===== config.mk =====
export PLATFORM = sky130hd
export DESIGN_NAME = tlb_inval_engine
export DESIGN_NICKNAME = d
export VERILOG_FILES = /design/src/rtl/tlb_inval_pkg.sv /design/src/rtl/tlb_tag_store.sv /design/src/rtl/tlb_entry_match.sv /design/src/rtl/tlb_sweep_ctrl.sv /design/src/rtl/tlb_inval_engine.sv
export SDC_FILE = /design/constraint.sdc
export NUM_CORES = 1
export LEC_CHECK = 0
export BUFFER_PORTS_ARGS = -buffer_cell sky130_fd_sc_hd__buf_2
export CORE_MARGIN = 2
export CORE_UTILIZATION = 41
export CTS_BUF_LIST = sky130_fd_sc_hd__clkbuf_16
export CTS_CLUSTER_DIAMETER = 120
export DETAILED_ROUTE_END_ITERATION = 7
export PLACE_DENSITY = 0.54
export SLEW_MARGIN = 30
export SYNTH_ARGS = -nofsm -noshare
export SYNTH_HDL_FRONTEND = slang
export SYNTH_SLANG_ARGS = --single-unit

===== constraint.sdc =====
create_clock -name clk -period 6.33 [get_ports clk]
set_input_delay 0 -clock clk [delete_from_list [all_inputs] [get_ports clk]]
set_output_delay 0 -clock clk [all_outputs]
set_load 0.05 [all_outputs]

===== src/rtl/tlb_inval_pkg.sv =====
package tlb_inval_pkg;
  typedef enum logic [1:0] {
    INV_ALL   = 2'b00,
    INV_VA    = 2'b01,
    INV_ID    = 2'b10,
    INV_VA_ID = 2'b11
  } inv_mode_e;
endpackage


===== src/rtl/tlb_tag_store.sv =====
module tlb_tag_store #(
  parameter int N_ENT  = 16,
  parameter int VPN_W  = 19,
  parameter int MMID_W = 16,
  localparam int IDX_W = $clog2(N_ENT)
) (
  input  logic              clk,
  input  logic              rst_n,
  input  logic              wr_en,
  input  logic [IDX_W-1:0]  wr_idx,
  input  logic [VPN_W-1:0]  wr_vpn,
  input  logic [VPN_W-1:0]  wr_mask,
  input  logic [1:0]        wr_region,
  input  logic [MMID_W-1:0] wr_mmid,
  input  logic              wr_global,
  input  logic              wr_valid,
  input  logic              clr_en,
  input  logic [IDX_W-1:0]  clr_idx,
  input  logic [IDX_W-1:0]  a_idx,
  output logic [VPN_W-1:0]  a_vpn,
  output logic [VPN_W-1:0]  a_mask,
  output logic [1:0]        a_region,
  output logic [MMID_W-1:0] a_mmid,
  output logic              a_global,
  input  logic [IDX_W-1:0]  b_idx,
  output logic [VPN_W-1:0]  b_vpn,
  output logic [VPN_W-1:0]  b_mask,
  output logic [1:0]        b_region,
  output logic [MMID_W-1:0] b_mmid,
  output logic              b_global,
  output logic              b_valid
);
  logic [VPN_W-1:0]  vpn_q    [N_ENT];
  logic [VPN_W-1:0]  mask_q   [N_ENT];
  logic [1:0]        region_q [N_ENT];
  logic [MMID_W-1:0] mmid_q   [N_ENT];
  logic              glob_q   [N_ENT];
  logic              vld_q    [N_ENT];

  for (genvar e = 0; e < N_ENT; e++) begin : g_ent
    logic wr_hit, clr_hit;
    assign wr_hit  = wr_en  && (wr_idx  == IDX_W'(e));
    assign clr_hit = clr_en && (clr_idx == IDX_W'(e));
    always_ff @(posedge clk) begin
      if (!rst_n) begin
        vpn_q[e]    <= '0;
        mask_q[e]   <= '0;
        region_q[e] <= '0;
        mmid_q[e]   <= '0;
        glob_q[e]   <= 1'b0;
        vld_q[e]    <= 1'b0;
      end else if (wr_hit) begin
        vpn_q[e]    <= wr_vpn;
        mask_q[e]   <= wr_mask;
        region_q[e] <= wr_region;
        mmid_q[e]   <= wr_mmid;
        glob_q[e]   <= wr_global;
        vld_q[e]    <= wr_valid;
      end else if (clr_hit) begin
        vld_q[e]    <= 1'b0;
      end
    end
  end

  assign a_vpn    = vpn_q[a_idx];
  assign a_mask   = mask_q[a_idx];
  assign a_region = region_q[a_idx];
  assign a_mmid   = mmid_q[a_idx];
  assign a_global = glob_q[a_idx];

  assign b_vpn    = vpn_q[b_idx];
  assign b_mask   = mask_q[b_idx];
  assign b_region = region_q[b_idx];
  assign b_mmid   = mmid_q[b_idx];
  assign b_global = glob_q[b_idx];
  assign b_valid  = vld_q[b_idx];
endmodule


===== src/rtl/tlb_entry_match.sv =====
module tlb_entry_match
  import tlb_inval_pkg::*;
#(
  parameter int N_ENT  = 16,
  parameter int VPN_W  = 19,
  parameter int MMID_W = 16,
  localparam int IDX_W = $clog2(N_ENT)
) (
  input  inv_mode_e         mode,
  input  logic [VPN_W-1:0]  q_vpn,
  input  logic [1:0]        q_region,
  input  logic [MMID_W-1:0] q_mmid,
  input  logic [IDX_W:0]    q_wired,
  input  logic [IDX_W-1:0]  e_idx,
  input  logic [VPN_W-1:0]  e_vpn,
  input  logic [VPN_W-1:0]  e_mask,
  input  logic [1:0]        e_region,
  input  logic [MMID_W-1:0] e_mmid,
  input  logic              e_global,
  output logic              hit
);
  logic va_eq, id_eq, above_wired;

  assign va_eq = ((e_vpn & ~e_mask) == (q_vpn & ~e_mask)) && (e_region == q_region);
  assign id_eq = (e_mmid == q_mmid);
  assign above_wired = ({1'b0, e_idx} >= q_wired);

  always_comb begin
    unique case (mode)
      INV_ALL:   hit = above_wired;
      INV_VA:    hit = va_eq;
      INV_ID:    hit = id_eq && !e_global;
      INV_VA_ID: hit = va_eq && (e_global || id_eq);
      default:   hit = 1'b0;
    endcase
  end
endmodule


===== src/rtl/tlb_sweep_ctrl.sv =====
module tlb_sweep_ctrl
  import tlb_inval_pkg::*;
#(
  parameter int N_ENT  = 16,
  parameter int VPN_W  = 19,
  parameter int MMID_W = 16,
  localparam int IDX_W = $clog2(N_ENT)
) (
  input  logic              clk,
  input  logic              rst_n,
  input  logic              req_valid,
  input  logic [1:0]        req_mode,
  input  logic [VPN_W-1:0]  req_vpn,
  input  logic [1:0]        req_region,
  input  logic [MMID_W-1:0] req_mmid,
  input  logic [IDX_W:0]    wired_cnt,
  output logic              req_ready,
  output logic              busy,
  output logic              done,
  output logic [IDX_W-1:0]  ptr,
  output inv_mode_e         q_mode,
  output logic [VPN_W-1:0]  q_vpn,
  output logic [1:0]        q_region,
  output logic [MMID_W-1:0] q_mmid,
  output logic [IDX_W:0]    q_wired
);
  localparam logic [IDX_W-1:0] LAST = IDX_W'(N_ENT - 1);

  logic take;
  assign req_ready = !busy;
  assign take      = req_valid && req_ready;

  always_ff @(posedge clk) begin
    if (!rst_n) begin
      busy     <= 1'b0;
      done     <= 1'b0;
      ptr      <= '0;
      q_mode   <= INV_ALL;
      q_vpn    <= '0;
      q_region <= '0;
      q_mmid   <= '0;
      q_wired  <= '0;
    end else begin
      done <= 1'b0;
      if (take) begin
        busy     <= 1'b1;
        ptr      <= '0;
        q_mode   <= inv_mode_e'(req_mode);
        q_vpn    <= req_vpn;
        q_region <= req_region;
        q_mmid   <= req_mmid;
        q_wired  <= wired_cnt;
      end else if (busy) begin
        if (ptr == LAST) begin
          busy <= 1'b0;
          done <= 1'b1;
          ptr  <= '0;
        end else begin
          ptr <= ptr + 1'b1;
        end
      end
    end
  end
endmodule


===== src/rtl/tlb_inval_engine.sv =====
module tlb_inval_engine
  import tlb_inval_pkg::*;
#(
  parameter int N_ENT  = 16,
  parameter int VPN_W  = 19,
  parameter int MMID_W = 16,
  localparam int IDX_W = $clog2(N_ENT)
) (
  input  logic              clk,
  input  logic              rst_n,
  input  logic              wr_en,
  input  logic [IDX_W-1:0]  wr_idx,
  input  logic [VPN_W-1:0]  wr_vpn,
  input  logic [VPN_W-1:0]  wr_mask,
  input  logic [1:0]        wr_region,
  input  logic [MMID_W-1:0] wr_mmid,
  input  logic              wr_global,
  input  logic              wr_valid,
  input  logic [IDX_W-1:0]  rd_idx,
  output logic [VPN_W-1:0]  rd_vpn,
  output logic [VPN_W-1:0]  rd_mask,
  output logic [1:0]        rd_region,
  output logic [MMID_W-1:0] rd_mmid,
  output logic              rd_global,
  output logic              rd_valid,
  input  logic [IDX_W:0]    wired_cnt,
  input  logic              req_valid,
  output logic              req_ready,
  input  logic [1:0]        req_mode,
  input  logic [VPN_W-1:0]  req_vpn,
  input  logic [1:0]        req_region,
  input  logic [MMID_W-1:0] req_mmid,
  output logic              busy,
  output logic              done
);
  logic [IDX_W-1:0]  ptr;
  inv_mode_e         q_mode;
  logic [VPN_W-1:0]  q_vpn;
  logic [1:0]        q_region;
  logic [MMID_W-1:0] q_mmid;
  logic [IDX_W:0]    q_wired;
  logic [VPN_W-1:0]  s_vpn, s_mask;
  logic [1:0]        s_region;
  logic [MMID_W-1:0] s_mmid;
  logic              s_global, s_hit;

  tlb_sweep_ctrl #(.N_ENT(N_ENT), .VPN_W(VPN_W), .MMID_W(MMID_W)) u_ctrl (
    .clk(clk), .rst_n(rst_n), .req_valid(req_valid), .req_mode(req_mode),
    .req_vpn(req_vpn), .req_region(req_region), .req_mmid(req_mmid),
    .wired_cnt(wired_cnt), .req_ready(req_ready), .busy(busy), .done(done),
    .ptr(ptr), .q_mode(q_mode), .q_vpn(q_vpn), .q_region(q_region),
    .q_mmid(q_mmid), .q_wired(q_wired)
  );

  tlb_tag_store #(.N_ENT(N_ENT), .VPN_W(VPN_W), .MMID_W(MMID_W)) u_store (
    .clk(clk), .rst_n(rst_n),
    .wr_en(wr_en && !busy), .wr_idx(wr_idx), .wr_vpn(wr_vpn), .wr_mask(wr_mask),
    .wr_region(wr_region), .wr_mmid(wr_mmid), .wr_global(wr_global), .wr_valid(wr_valid),
    .clr_en(busy && s_hit), .clr_idx(ptr),
    .a_idx(ptr), .a_vpn(s_vpn), .a_mask(s_mask), .a_region(s_region),
    .a_mmid(s_mmid), .a_global(s_global),
    .b_idx(rd_idx), .b_vpn(rd_vpn), .b_mask(rd_mask), .b_region(rd_region),
    .b_mmid(rd_mmid), .b_global(rd_global), .b_valid(rd_valid)
  );

  tlb_entry_match #(.N_ENT(N_ENT), .VPN_W(VPN_W), .MMID_W(MMID_W)) u_match (
    .mode(q_mode), .q_vpn(q_vpn), .q_region(q_region), .q_mmid(q_mmid),
    .q_wired(q_wired), .e_idx(ptr), .e_vpn(s_vpn), .e_mask(s_mask),
    .e_region(s_region), .e_mmid(s_mmid), .e_global(s_global), .hit(s_hit)
  );
endmodule


==> metrics.txt <==
status=finished clean; Hold Crit Class=input pin to flop; LEAKAGE=21.15 nW; final core occ=47.29%; CP max-delay cell=dfxtp_4; syn avg cell area=15.53 um^2; total track usage=29.11%; H-tree depth=3; Multi-input gate area=21550 um^2; FF/Latch Area=28940 um^2; gr ovfl total=0; first-pass GRT wire length=265400 um; DR WL/cell=35.54 um; Iteration-0 DRC Markers=4315; unrepaired setup endpoints after global routing=false; vias in the first global route=33850; max-slew violation count=0; Worst Path Required=6.72 ns; drt total wl=about 190000 um; Vias/cell=6.180; Setup CP Type=flop to flop; worst hold path depth=4; crit-path max cell delay=0.86 ns; io pins=roughly 180; Worst VDD drop=0.2417 mV; critical path fanouts, max=53; HPWL Detailed=approximately 110000 um; CP top delay family=compound AO/OA/AOI/OAI gates; Crit. End Element=flop; root buf cell=clkbuf_16; CTS clk-pin slew, worst paths=0.06 ns; CP startpoint kind=flop; Async SR Flop Fraction=0%; cell area after synthesis=51840 um^2; R2R setup slack=~1.2 ns; minimum period implied by the final worst setup slack=5.165 ns; Yosys reg bits=around 980; Synth Warn #=0; CP arrival=5.55 ns; P&R area growth vs syn=14.55%; Worst-Margin Slew=1.076 ns; crit path cell chain=buf_12, mux4_2, mux2i_1, xnor2_1, a32oi_1, o311ai_0, o21ai_0, a31oi_2, o41ai_1; clk sink count=982; most frequent cells in the layout=926 x and2_1, 926 x edfxtp_1, 513 x mux4_2; Power Density=265.2 nW/um^2; # DRC=0; clk_lat worst skew=0.75 ns; Final Skew=0.03282 ns; initial antenna violation count=21; Max-Cap Viols=0; Setup TNS=0 ns; Nets=3665; library cells used by synthesis=79; area of the core=125600 um^2; drt pass-1 iters=6; Die H=~360 um; Buf/Inv on CP=1; CTS max path bufs=3; post-synth top area share=53.64%; Die ar.=129300 um^2; layout cells sized above 1=26.61%; Hold Startpoint=wr_idx[3]; Rel. slew slack=roughly 28%; ys flop type=edfxtp_1; Crit path depth=9; TritonCTS clock tree=yes; DP Cell Count=4924; CTS Buf Count=110; via count=32730; area leader, netlist=edfxtp_1; Layout Cells excl Fill=between 5000 and 6000; worst-case reg-to-reg path depth=9; Core Rows=130; sequential share of the synthesized area=approximately 56%; Final Hold Vio Count=0; Placer Congestion=0.8883; most area-consuming cells after synthesis=edfxtp_1 54%, mux4_2 22%, and2_1 11%, dfxtp_1 2.2%, clkbuf_1 1.7%; Final Cycle Share=81.60%; Die X-Extent=359.6 um; Synthesized Nets=3459; fill count=10840; largest net degree at the start of global routing=95; synthesized instance count=3337; Port Buffer Count=between 150 and 200; Final Setup Violations=0; Post-synth EDFFs=926; Routed Antenna Nets=0; Starting Density=approximately 41%; FMAX=0.1936 GHz
per-stage QoR:
step           setup WS (ns)  instance area, um^2  power, mW  hold WS (ns)
2_1_floorplan        0.01048                51840      8.801        0.1255
3_3_place_gp           1.257                54220      9.487        0.2541
3_5_place_dp           1.106                54310      9.521        0.2625
4_1_cts                1.082                59330      15.81      0.008417
5_1_grt               0.9487                59360      16.16       0.05487
6_report               1.165                59380      15.75       0.04798
report_power, final:
group / total, mW / switching (mW) / internal (mW)
clock network: 6.27 / 2.76 / 3.51
logic: 1.92 / 1.18 / 0.742
registers: 7.56 / 0.181 / 7.37
sequential cells by signal, indices dropped and copies added, names as in the netlist, 4 cells and up, named ones only:
register	cells
u_ctrl.q_vpn	19
u_store.mmid_q	256
u_store.glob_q	16
u_ctrl.q_wired	5
u_store.region_q	32
u_store.mask_q	304
u_ctrl.q_mmid	16
u_store.vpn_q	304
u_ctrl.ptr	4
u_store.vld_q	16
synth_stat cells, drive strengths merged (4+ instances only):
master     n
a21boi    45
a21oi      9
a31oi      4
a32oi      8
and2     927
and3       4
buf       87
clkbuf   228
dfxtp     56
edfxtp   926
ha         8
inv       22
mux2       9
mux2i     63
mux4     519
nand2    139
nand2b    12
nand3     11
nand4      9
nor2      37
nor2b      7
nor3      19
nor4       6
nor4b      7
o2111ai    5
o21a      11
o21ai     21
o21bai     6
o22ai      4
o31ai      7
o41ai      4
or3        5
xnor2     58
xor2       7
cells by family (layout without fill, tap and decap cells):
| group | count (synthesis) | count (layout) | synth area share, % |
|---|---|---|---|
| other cells | 0 | 8 | 0 |
| buf+inv | 338 | 639 | 2.998 |
| mux | 591 | 591 | 24.00 |
| simple gates | 1203 | 1203 | 13.77 |
| xor+xnor | 65 | 65 | 1.098 |
| fa+ha+maj | 8 | 8 | 0.1931 |
| flops | 982 | 982 | 55.80 |
| compound gates | 150 | 150 | 2.141 |
final cells by class:
| type | count | area share, % |
|---|---|---|
| flip-flops and latches | 982 | 48.74 |
| multi-input cells | 2017 | 36.30 |
| repair buffers | 409 | 5.436 |
| clock buffers | 112 | 4.720 |
| well taps | 1650 | 3.477 |
| clock inverters | 95 | 1.104 |
| inverters | 23 | 0.1917 |
| diodes | 8 | 0.03371 |
repair_timing:
| item | in CTS | in global routing |
|---|---|---|
| buffers inserted | 0 | 0 |
| hold buffers | 156 | 0 |
| gates resized for setup | 0 | 0 |
| endpoints found under the setup margin | 0 | 0 |
| hold endpoints to repair | 981 | 0 |
per-layer routing:
layer / GRT usage [%] / vias up / part of all wire [%]
met4: 10.61 / 10 / 3.9
met3: 5.143 / 377 / 8.4
met2: 48.32 / 1822 / 49
met1: 38.46 / 17350 / 39
li1: - / 13170 / -
met5: 0 / - / 0.043
worst reg2reg max path, delay by kind of cell (launching register included):
kind | cells | cell delay, ns
AO/OA/AOI/OAI | 5 | 2.40
XOR/XNOR | 1 | 0.24
buffers and inverters | 1 | 0.42
flip-flops | 1 | 0.86
multiplexers | 2 | 0.90
path summary, 6_finish.rpt:
check / endpoint
setup / recovery: u_store.vld_q[1]$_SDFFCE_PP0P_
hold / removal: u_store.vld_q[9]$_SDFFCE_PP0P_
setup reg to reg: u_store.vld_q[1]$_SDFFCE_PP0P_
hold reg to reg: u_store.glob_q[8]$_DFF_P_
No activity file was read; power rests on OpenSTA's default activity.
